### src/rtl/urf_pkg.sv
// Package: shared slot indices and status bit positions for the UART front end.
// Assumes: slot index is bus address bits [4:2]; the status bit positions
// below are decoded by software and must not move.
package urf_pkg;
    localparam int BYTE_W = 8;

    localparam int SLOT_ID0  = 0;
    localparam int SLOT_ID1  = 1;
    localparam int SLOT_ID2  = 2;
    localparam int SLOT_ID3  = 3;
    localparam int SLOT_DATA = 4;
    localparam int SLOT_STAT = 5;
    localparam int SLOT_BDLO = 6;
    localparam int SLOT_BDHI = 7;

    localparam int ST_FERR   = 0;
    localparam int ST_OERR   = 1;
    localparam int ST_RXIE   = 2;
    localparam int ST_RXFULL = 3;
    localparam int ST_RXLAST = 4;
    localparam int ST_RXMT   = 5;
    localparam int ST_TXIE   = 6;
    localparam int ST_TXMT   = 7;
endpackage

### src/rtl/urf_rx_fifo.sv
// Module: receive byte queue with a last-read register.
// Does: stores up to DEPTH bytes in arrival order and drops a byte that
// arrives when full unless a pop frees room in the same cycle.
// Assumes: pop is only meaningful when not empty; an empty pop is a no-op and
// dout then shows the byte most recently popped.
module urf_rx_fifo #(
    parameter int DEPTH = 4,
    parameter int W     = 8
) (
    input  logic                         clk,
    input  logic                         rst_n,
    input  logic                         push,
    input  logic [W-1:0]                 din,
    input  logic                         pop,
    output logic [W-1:0]                 dout,
    output logic [$clog2(DEPTH+1)-1:0]   count,
    output logic                         full,
    output logic                         one_free,
    output logic                         empty,
    output logic                         overflow
);
    localparam int PTR_W = (DEPTH > 1) ? $clog2(DEPTH) : 1;
    localparam int CNT_W = $clog2(DEPTH + 1);
    localparam logic [PTR_W-1:0] LAST_PTR = PTR_W'(DEPTH - 1);

    logic [W-1:0]     mem [DEPTH];
    logic [PTR_W-1:0] wr_ptr, rd_ptr;
    logic [CNT_W-1:0] cnt_q;
    logic [W-1:0]     last_q;
    logic             do_pop, do_push;

    assign empty    = (cnt_q == '0);
    assign full     = (cnt_q == CNT_W'(DEPTH));
    assign one_free = (cnt_q == CNT_W'(DEPTH - 1));
    assign count    = cnt_q;
    assign do_pop   = pop && !empty;
    assign do_push  = push && (!full || do_pop);
    assign overflow = push && full && !do_pop;
    assign dout     = empty ? last_q : mem[rd_ptr];

    // Storage write: place the accepted byte at the write pointer.
    always_ff @(posedge clk) begin
        if (do_push) mem[wr_ptr] <= din;
    end

    // Pointers, level and last-read byte.
    always_ff @(posedge clk) begin
        if (!rst_n) begin
            wr_ptr <= '0;
            rd_ptr <= '0;
            cnt_q  <= '0;
            last_q <= '0;
        end else begin
            if (do_push) wr_ptr <= (wr_ptr == LAST_PTR) ? '0 : wr_ptr + 1'b1;
            if (do_pop) begin
                rd_ptr <= (rd_ptr == LAST_PTR) ? '0 : rd_ptr + 1'b1;
                last_q <= mem[rd_ptr];
            end
            case ({do_push, do_pop})
                2'b10:   cnt_q <= cnt_q + 1'b1;
                2'b01:   cnt_q <= cnt_q - 1'b1;
                default: cnt_q <= cnt_q;
            endcase
        end
    end

    // A dropped byte must leave the level at full.
    assert_no_overflow_R5: assert property (@(posedge clk) disable iff (!rst_n)
        (full && push && !pop) |=> (full && $stable(rd_ptr)));

    // A pop on an empty queue leaves it empty and keeps the shown byte.
    assert_empty_pop_R8: assert property (@(posedge clk) disable iff (!rst_n)
        (empty && pop && !push) |=> (empty && $stable(dout)));
endmodule

### src/rtl/urf_tx_hold.sv
// Module: single-byte transmit holding register with request/done handshake.
// Does: captures a byte on load when empty, raises the request until the
// serializer pulses done, and ignores loads while a byte is pending.
// Assumes: done is only pulsed while a byte is pending.
module urf_tx_hold #(
    parameter int W = 8
) (
    input  logic         clk,
    input  logic         rst_n,
    input  logic         load,
    input  logic [W-1:0] din,
    input  logic         done,
    output logic         empty,
    output logic [W-1:0] hold,
    output logic         req
);
    logic pend_q;

    assign empty = !pend_q;
    assign req   = pend_q;

    // Pending flag and held byte.
    always_ff @(posedge clk) begin
        if (!rst_n) begin
            pend_q <= 1'b0;
            hold   <= '0;
        end else if (pend_q) begin
            if (done) pend_q <= 1'b0;
        end else if (load) begin
            pend_q <= 1'b1;
            hold   <= din;
        end
    end

    // A load during a pending byte must not disturb it.
    assert_busy_hold_R9: assert property (@(posedge clk) disable iff (!rst_n)
        (pend_q && load && !done) |=> (pend_q && $stable(hold)));
endmodule

### src/rtl/urf_status.sv
// Module: status control bits and combined interrupt.
// Does: keeps the two sticky error flags and the two interrupt enables, and
// merges receive and transmit conditions onto one interrupt line.
// Assumes: event inputs are single-cycle; an event wins over a clearing
// write in the same cycle.
module urf_status (
    input  logic       clk,
    input  logic       rst_n,
    input  logic       wr_en,
    input  logic [7:0] wdata,
    input  logic       frame_evt,
    input  logic       overrun_evt,
    input  logic       rx_avail,
    input  logic       tx_empty,
    output logic       ferr,
    output logic       oerr,
    output logic       rx_ie,
    output logic       tx_ie,
    output logic       irq
);
    import urf_pkg::*;

    // Sticky error flags and enables.
    always_ff @(posedge clk) begin
        if (!rst_n) begin
            ferr  <= 1'b0;
            oerr  <= 1'b0;
            rx_ie <= 1'b0;
            tx_ie <= 1'b0;
        end else begin
            ferr <= frame_evt   || (ferr && !(wr_en && !wdata[ST_FERR]));
            oerr <= overrun_evt || (oerr && !(wr_en && !wdata[ST_OERR]));
            if (wr_en) begin
                rx_ie <= wdata[ST_RXIE];
                tx_ie <= wdata[ST_TXIE];
            end
        end
    end

    // Interrupt merge: receive condition or transmit room.
    always_comb begin
        irq = (rx_ie && (rx_avail || ferr || oerr)) || (tx_ie && tx_empty);
    end

    // Error flags hold without a status write.
    assert_err_sticky_R7: assert property (@(posedge clk) disable iff (!rst_n)
        (ferr && oerr && !wr_en) |=> (ferr && oerr));
endmodule

### src/rtl/uart_reg_frontend.sv
// Module: UART register file and interrupt front end (top).
// Does: decodes word-aligned byte registers, feeds the receive queue and the
// transmit holding byte, and drives the baud divisor and interrupt.
// Assumes: bus strobes last one cycle per access; read data is combinational.
module uart_reg_frontend #(
    parameter int          ADDR_W   = 5,
    parameter int          RX_DEPTH = 4,
    parameter logic [31:0] ID_WORD  = 32'h5A01C37E
) (
    input  logic              clk,
    input  logic              rst_n,
    input  logic [ADDR_W-1:0] bus_addr,
    input  logic              bus_wr,
    input  logic              bus_rd,
    input  logic [7:0]        bus_wdata,
    output logic [7:0]        bus_rdata,
    output logic              irq,
    input  logic              rx_push,
    input  logic [7:0]        rx_byte,
    input  logic              rx_frame_err,
    output logic              tx_req,
    output logic [7:0]        tx_byte,
    input  logic              tx_done,
    output logic [15:0]       baud_div
);
    import urf_pkg::*;

    localparam int CNT_W = $clog2(RX_DEPTH + 1);

    logic [ADDR_W-1:0] slot;
    logic              sel_data, sel_stat, sel_bdlo, sel_bdhi;
    logic [7:0]        rx_dout;
    logic [CNT_W-1:0]  rx_count;
    logic              rx_full, rx_one_free, rx_empty, rx_ovf;
    logic              tx_empty;
    logic              ferr, oerr, rx_ie, tx_ie;
    logic [7:0]        status;
    logic [15:0]       baud_q;

    assign slot     = bus_addr >> 2;
    assign sel_data = (slot == ADDR_W'(SLOT_DATA));
    assign sel_stat = (slot == ADDR_W'(SLOT_STAT));
    assign sel_bdlo = (slot == ADDR_W'(SLOT_BDLO));
    assign sel_bdhi = (slot == ADDR_W'(SLOT_BDHI));
    assign baud_div = baud_q;

    urf_rx_fifo #(.DEPTH(RX_DEPTH), .W(BYTE_W)) u_rxq (
        .clk      (clk),
        .rst_n    (rst_n),
        .push     (rx_push),
        .din      (rx_byte),
        .pop      (bus_rd && sel_data),
        .dout     (rx_dout),
        .count    (rx_count),
        .full     (rx_full),
        .one_free (rx_one_free),
        .empty    (rx_empty),
        .overflow (rx_ovf)
    );

    urf_tx_hold #(.W(BYTE_W)) u_txh (
        .clk   (clk),
        .rst_n (rst_n),
        .load  (bus_wr && sel_data),
        .din   (bus_wdata),
        .done  (tx_done),
        .empty (tx_empty),
        .hold  (tx_byte),
        .req   (tx_req)
    );

    urf_status u_stat (
        .clk         (clk),
        .rst_n       (rst_n),
        .wr_en       (bus_wr && sel_stat),
        .wdata       (bus_wdata),
        .frame_evt   (rx_push && rx_frame_err),
        .overrun_evt (rx_ovf),
        .rx_avail    (!rx_empty),
        .tx_empty    (tx_empty),
        .ferr        (ferr),
        .oerr        (oerr),
        .rx_ie       (rx_ie),
        .tx_ie       (tx_ie),
        .irq         (irq)
    );

    // Baud divisor bytes.
    always_ff @(posedge clk) begin
        if (!rst_n) begin
            baud_q <= '0;
        end else if (bus_wr) begin
            if (sel_bdlo) baud_q[7:0]  <= bus_wdata;
            if (sel_bdhi) baud_q[15:8] <= bus_wdata;
        end
    end

    // Assemble the status byte.
    always_comb begin
        status             = '0;
        status[ST_FERR]    = ferr;
        status[ST_OERR]    = oerr;
        status[ST_RXIE]    = rx_ie;
        status[ST_RXFULL]  = rx_full;
        status[ST_RXLAST]  = rx_one_free;
        status[ST_RXMT]    = rx_empty;
        status[ST_TXIE]    = tx_ie;
        status[ST_TXMT]    = tx_empty;
    end

    // Read multiplexer over the slots.
    always_comb begin
        bus_rdata = '0;
        if (slot == ADDR_W'(SLOT_ID0)) bus_rdata = ID_WORD[7:0];
        if (slot == ADDR_W'(SLOT_ID1)) bus_rdata = ID_WORD[15:8];
        if (slot == ADDR_W'(SLOT_ID2)) bus_rdata = ID_WORD[23:16];
        if (slot == ADDR_W'(SLOT_ID3)) bus_rdata = ID_WORD[31:24];
        if (sel_data) bus_rdata = rx_dout;
        if (sel_stat) bus_rdata = status;
        if (sel_bdlo) bus_rdata = baud_q[7:0];
        if (sel_bdhi) bus_rdata = baud_q[15:8];
    end

    // Transmit room with its enable must reach the interrupt pin.
    assert_tx_irq_R11: assert property (@(posedge clk) disable iff (!rst_n)
        (tx_ie && tx_req == 1'b0) |-> irq);

    // With both enables clear the interrupt stays low.
    assert_rx_irq_gate_R10: assert property (@(posedge clk) disable iff (!rst_n)
        (!rx_ie && !tx_ie) |-> !irq);

    // Level flags are mutually exclusive.
    assert_level_flags_R3: assert property (@(posedge clk) disable iff (!rst_n)
        $onehot0({rx_full, rx_one_free, rx_empty}));
endmodule

### config.mk
export PLATFORM = sky130hd
export DESIGN_NAME = uart_reg_frontend
export DESIGN_NICKNAME = d
export VERILOG_FILES = /design/src/rtl/urf_pkg.sv /design/src/rtl/urf_rx_fifo.sv /design/src/rtl/urf_tx_hold.sv /design/src/rtl/urf_status.sv /design/src/rtl/uart_reg_frontend.sv
export SDC_FILE = /design/constraint.sdc
export NUM_CORES = 1
export LEC_CHECK = 0
export ABC_CLOCK_PERIOD_IN_PS = 5750
export BUFFER_PORTS_ARGS = -buffer_cell sky130_fd_sc_hd__buf_2
export CORE_ASPECT_RATIO = 0.5
export CORE_UTILIZATION = 60
export CTS_CLUSTER_SIZE = 8
export DETAILED_ROUTE_END_ITERATION = 8
export GPL_TIMING_DRIVEN = 0
export MAX_ROUTING_LAYER = met4
export PLACE_DENSITY = 0.85
export SLEW_MARGIN = 30
export SYNTH_ARGS = -nofsm -noshare
export SYNTH_HDL_FRONTEND = slang
export SYNTH_SLANG_ARGS = --single-unit
export TNS_END_PERCENT = 50
### constraint.sdc
create_clock -name clk -period 5.75 [get_ports clk]
set_clock_uncertainty 0.15 [all_clocks]
set_input_delay 1.4375 -clock clk [delete_from_list [all_inputs] [get_ports clk]]
set_output_delay 1.4375 -clock clk [all_outputs]
set_load 0.005 [all_outputs]
# Yosys cells after proc, flatten, opt, wreduce, memory -nomap -nowiden
# Memory sizes are Yosys's and may differ from the RTL's. A register that Yosys moved wholly into a read port is not among the register bits.
# Index checks and enable logic that the tools add are counted.
# word_totals
regBits,44
ramBits,32
input_bits,28
out_inout_bits,34
wordCells,84
memories,1
# op_classes
n_addsub,4
eq_ne,13
n_mux,19
n_bitwise,1
n_reduce_logical,34
# mem_list
memory,depth,width,read_ports,rd_clocked_by_memory_dff,write_ports,line_no,rtl
u_rxq.mem,4,8,1,1,1,urf_rx_fifo.sv:26,logic [W-1:0] mem [DEPTH];
# ops
op,count
two-way mux 8 bit,8
equality test 3 bit (second input constant),5
logical AND 1 bit,14
equality test 3 x 2 -> 1 bit (second input constant),3
logical NOT 1 bit,8
two-way mux 2 bit,4
two-way mux 7 bit,1
equality test 2 bit (second input constant),3
logical OR 1 bit,6
one-hot mux 3 bit (2 select lines),1
AND reduction 2 bit,3
logical NOT 5 bit,1
two-way mux 1 bit,5
adder 2 x 1 -> 2 bit (second input constant),2
adder 3 x 1 -> 3 bit (second input constant),1
equality test 3 x 1 -> 1 bit (second input constant),1
logical NOT 3 bit,1
subtractor 3 x 1 -> 3 bit (second input constant),1
equality test 2 x 1 -> 1 bit (second input constant),1
nonzero test 2 bit,1
inverter 1 bit,1

# Depth between registers and ports, before layout
# depth
depth_word,9
ltp_mapped,11
ltp_nobuf,10

# Modules after synthesis
# A second synthesis with hierarchy kept.
# hier_totals
cells_unflattened,322
area_unflattened_um2,3622.2
# by_module_without_submodules
mod,instances,cells_per_inst,area_per_inst_um2,seq_area_each_um2
urf_rx_fifo,1,147,2140.8,1301.2
uart_reg_frontend,1,118,930.9,320.3
urf_tx_hold,1,40,380.4,180.2
urf_status,1,17,170.2,80.1

# Worst setup path before layout
# Ideal clock, no wire load.
# synth_timing
kind,input-to-output
startpoint,in bus_addr[3]
endpoint,out bus_rdata[1]
arrival_time_ns,2.498
required_ns,4.163
slack_ns,1.665
stages,5
path_buffers,1
path_cell_list,clkbuf_1 > nor2b_1 > xor2_1 > o211ai_1 > a22o_1
# synth_between
elab_chain_len,9
word_cells_on_any_way,16
classes_between,7 x eq/ne; 8 x mux; 1 x reduce/logical
# synth_lines
element,line_no,rtl
from (decl),uart_reg_frontend.sv:12,"input logic [ADDR_W-1:0] bus_addr,"
logical NOT 5 bit,uart_reg_frontend.sv:114,if (slot == ADDR_W'(SLOT_ID0)) bus_rdata = ID_WORD[7:0];
two-way mux 7 bit,uart_reg_frontend.sv:114,
two-way mux 8 bit,uart_reg_frontend.sv:115,if (slot == ADDR_W'(SLOT_ID1)) bus_rdata = ID_WORD[15:8];
two-way mux 8 bit,uart_reg_frontend.sv:116,if (slot == ADDR_W'(SLOT_ID2)) bus_rdata = ID_WORD[23:16];
two-way mux 8 bit,uart_reg_frontend.sv:117,if (slot == ADDR_W'(SLOT_ID3)) bus_rdata = ID_WORD[31:24];
two-way mux 8 bit,uart_reg_frontend.sv:118,if (sel_data) bus_rdata = rx_dout;
two-way mux 8 bit,uart_reg_frontend.sv:119,if (sel_stat) bus_rdata = status;
two-way mux 8 bit,uart_reg_frontend.sv:120,if (sel_bdlo) bus_rdata = baud_q[7:0];
two-way mux 8 bit *,uart_reg_frontend.sv:121,if (sel_bdhi) bus_rdata = baud_q[15:8];
to (decl),uart_reg_frontend.sv:16,"output logic [7:0] bus_rdata,"
# Every way passes the cells marked *; elsewhere a longest branch is shown, timed or not.

# Worst setup path after layout
# layout_timing
startpoint,in bus_addr[3]
endpoint,out bus_rdata[6]
# Same word-level chain as after synthesis.

==> metrics <==
run status finished clean; DRC violations left 0; routed wire length per instance between 15 and 20 um; hold wc startpoint baud_div[14]$_SDFFE_PN0P_; Max-cap violations 0; initial antenna violation count 0; most numerous cell in the Yosys netlist sky130_fd_sc_hd__dfxtp_1; detail-routed via count per cell approximately 5.8; number of standard cells in the final layout excluding fillers 451; TritonCTS Buffers 9; DP Wirelength ~5.4 mm; number of enable-type register cells in the synthesized netlist 32; total placed cells including tap cells approximately 440; number of clock sinks seen by CTS a little under 80; chip width roughly 110 um; type of the tightest min-delay check flop to flop; Global Route Usage Sum 29.2%; Worst EP arrival 3010 ps; clock latency reported for the late side of the worst-skew pair 330 ps; Cell Rows 19; Hold Buf Count CTS 0; Cells on Worst Hold Path 2; final hold violation count 0; maximum number of pins on one net before global-route repair 15; Initial Utilization between 60 and 70%; Req. time, crit path 4160 ps; slew margin rel. between 50 and 60%; worst voltage drop across the vdd grid 0.327 mV; Pwr Density approximately 320 nW/um^2; number of global-route vias before repair 2608; IO Count between 60 and 70; Cell Area, Synth roughly 3500 um^2; R2R Setup Slk 2930 ps; instance count of the mapped netlist approximately 300; area added between synthesis and finish 20.2%; clock tree root driver cell sky130_fd_sc_hd__clkbuf_16; Worst Setup End Kind output pin; Yosys top cell area share ~28%; global placement routability congestion slightly above 0.9; post-CTS setup buffers 0; area of the die roughly 6100 um^2; TritonRoute pass-1 iters 5; Crit Path Class input pin to output pin; number of instances resized during post-cts repair 0; area post-placement ~3900 um^2; clock-pin slew of the registers on the worst-case setup and hold paths around 60 ps; crit path time final between 4000 and 5000 ps; number of warning messages in the yosys log 0; largest area contributor in the synthesized netlist sky130_fd_sc_hd__edfxtp_1; Routed WL roughly 7.7 mm; violation count after the first detailed-routing iteration around 170; max-slew violation total from the final report 0; post-synthesis register bit count slightly below 80; portion of the post-synthesis area used by sequential elements roughly 54%; final clock period utilization by the worst path about four fifths; # setup viols final 0; Worst setup startpoint bus_addr[3]; Post-Synthesis Net Count between 300 and 400; destination of the worst register-to-register timing path u_rxq.count[2]$_SDFFE_PN0P_; CTS H-tree lvls 3; proportion of synthesized flip-flops having asynchronous set or reset 0%; Unique masters post-synth 44; Worst Max-Slew Pin Slew 714 ps; most frequent cells after synthesis sky130_fd_sc_hd__dfxtp_1 (46), sky130_fd_sc_hd__nand2_1 (44), sky130_fd_sc_hd__edfxtp_1 (32), sky130_fd_sc_hd__mux2i_1 (24), sky130_fd_sc_hd__nor2b_1 (23); Vias between 2000 and 3000; destination of the worst hold path baud_div[14]$_SDFFE_PN0P_; Final Worst Setup Slack 1150 ps; # port buffers a little under 60; global-route wire length before repair approximately 13 mm; Post-layout nets between 400 and 500; Final TNS setup 0 ps; most area-consuming cells after synthesis sky130_fd_sc_hd__edfxtp_1 (28%), sky130_fd_sc_hd__dfxtp_1 (27%), sky130_fd_sc_hd__mux2i_1 (6.9%), sky130_fd_sc_hd__mux4_2 (5.2%), sky130_fd_sc_hd__a21boi_0 (4.8%); Design Power roughly 1.3 mW; TritonCTS clock tree done; antenna cell count 0; remaining global-route overflow 0; remaining antenna violation count 0; CP Max Fanout 10; most instantiated flip-flop cell in the synthesis netlist sky130_fd_sc_hd__dfxtp_1; post-synthesis average cell area ~11 um^2; Vert. Die Dim 55.8 um; setup repair after global routing missed its margin no; worst reg2reg startpoint u_rxq.count[2]$_SDFFE_PN0P_; area inside the core boundary approximately 5500 um^2; Startpoint Class input pin; final non-filler cell area 4180 um^2; Max Buffers Root-to-Sink 2; Layout fillers 355; worst slack, placed about 1200 ps; share of final-layout standard cells stronger than drive strength 1 between 20% and 30%; highest attainable clock frequency approximately 220 MHz; standby leakage power around 1.7 nW; count of cells along the worst register-to-register path 10
==> critical path, stage by stage <==
cell and delay (ps):
sky130_fd_sc_hd__buf_2 120, sky130_fd_sc_hd__clkbuf_1 330, sky130_fd_sc_hd__nor2b_1 410, sky130_fd_sc_hd__xor2_1 240
sky130_fd_sc_hd__o211ai_1 160, sky130_fd_sc_hd__a22o_1 200, sky130_fd_sc_hd__buf_2 120
==> final cells by class <==
type	instances	area, um^2	area share (%)
inverters	10	37.5	0.898
clock inverters	5	63.8	1.53
multi-input cells	202	1490	35.8
flip-flops and latches	78	1880	45.0
clock buffers	11	253	6.05
plain buffers	13	61.3	1.47
repair buffers	59	295	7.07
well taps	73	91.3	2.19
==> placed cells by master, fill, tap and decap left out, types with 2 or more instances in the layout <==
cell	n
sky130_fd_sc_hd__mux2i_1	24
sky130_fd_sc_hd__xor2_1	2
sky130_fd_sc_hd__o21ai_0	9
sky130_fd_sc_hd__edfxtp_1	32
sky130_fd_sc_hd__nor2_1	7
sky130_fd_sc_hd__a21o_1	4
sky130_fd_sc_hd__o31ai_1	2
sky130_fd_sc_hd__ha_1	6
sky130_fd_sc_hd__clkbuf_1	10
sky130_fd_sc_hd__dfxtp_1	46
sky130_fd_sc_hd__nand2b_1	3
sky130_fd_sc_hd__and2_1	7
sky130_fd_sc_hd__inv_6	2
sky130_fd_sc_hd__a22o_1	3
sky130_fd_sc_hd__a221oi_1	2
sky130_fd_sc_hd__inv_1	9
sky130_fd_sc_hd__a21oi_1	2
sky130_fd_sc_hd__nor2b_1	23
sky130_fd_sc_hd__o211ai_1	2
sky130_fd_sc_hd__nor3_1	3
sky130_fd_sc_hd__a21boi_0	22
sky130_fd_sc_hd__nand2_1	44
sky130_fd_sc_hd__or3_1	4
sky130_fd_sc_hd__clkbuf_16	9
sky130_fd_sc_hd__clkbuf_8	2
sky130_fd_sc_hd__mux4_2	8
sky130_fd_sc_hd__buf_2	60
sky130_fd_sc_hd__o22ai_1	2
sky130_fd_sc_hd__nand3_1	8
==> metal layers <==
metal | track usage [%] | share of wire, % | wire, um
met1 | 35.8 | 44 | 3350
met2 | 44.3 | 47 | 3580
met3 | 9.48 | 7.8 | 597
met4 | 13.5 | 1.9 | 148
met5 | - | 0 | 0
==> registers in the layout, indices dropped and copies added (netlist names), named ones only <==
name          cells
u_rxq.last_q      8
u_rxq.wr_ptr      2
u_stat.tx_ie      1
u_rxq.count       3
u_txh.hold        8
baud_div         16
u_rxq.mem        32
u_stat.oerr       1
u_stat.rx_ie      1
u_stat.ferr       1
u_rxq.rd_ptr      2
u_txh.req         1
==> per-stage QoR <==
| step | hold slack, ps | util (%) |
|---|---|---|
| CTS | 337 | 75.4 |
| global placement | 315 | 69.7 |
| global route | 359 | 75.4 |
| floorplan | 318 | - |
| finish | 333 | 75.4 |
| detailed placement | 326 | 69.7 |
==> worst max path at each step <==
| stage | to | slack, ps | cells past startpoint |
|---|---|---|---|
| after floorplan | bus_rdata[1] | 1660 | 5 |
| after global placement | bus_rdata[6] | 1240 | 7 |
| after detailed placement | bus_rdata[6] | 1200 | 7 |
| after CTS | bus_rdata[6] | 1190 | 7 |
| after global routing | bus_rdata[6] | 1020 | 7 |
| final | bus_rdata[6] | 1150 | 7 |
==> power breakdown <==
group | total, mW | internal (mW) | leakage (nW) | switching, mW
clock | 0.591 | 0.363 | 0.153 | 0.228
combinational | 0.127 | 0.0572 | 0.927 | 0.0701
sequential | 0.607 | 0.595 | 0.667 | 0.0116
==> cell families after synthesis <==
| logic type | share of synthesized area, % |
|---|---|
| buf+inv | 2.84 |
| xor+xnor | 0.756 |
| compound gates | 11.2 |
| flops | 54.2 |
| fa+ha+maj | 2.74 |
| simple gates | 15.1 |
| mux | 13.3 |
Note: power is estimated with default switching activity, not from simulation.
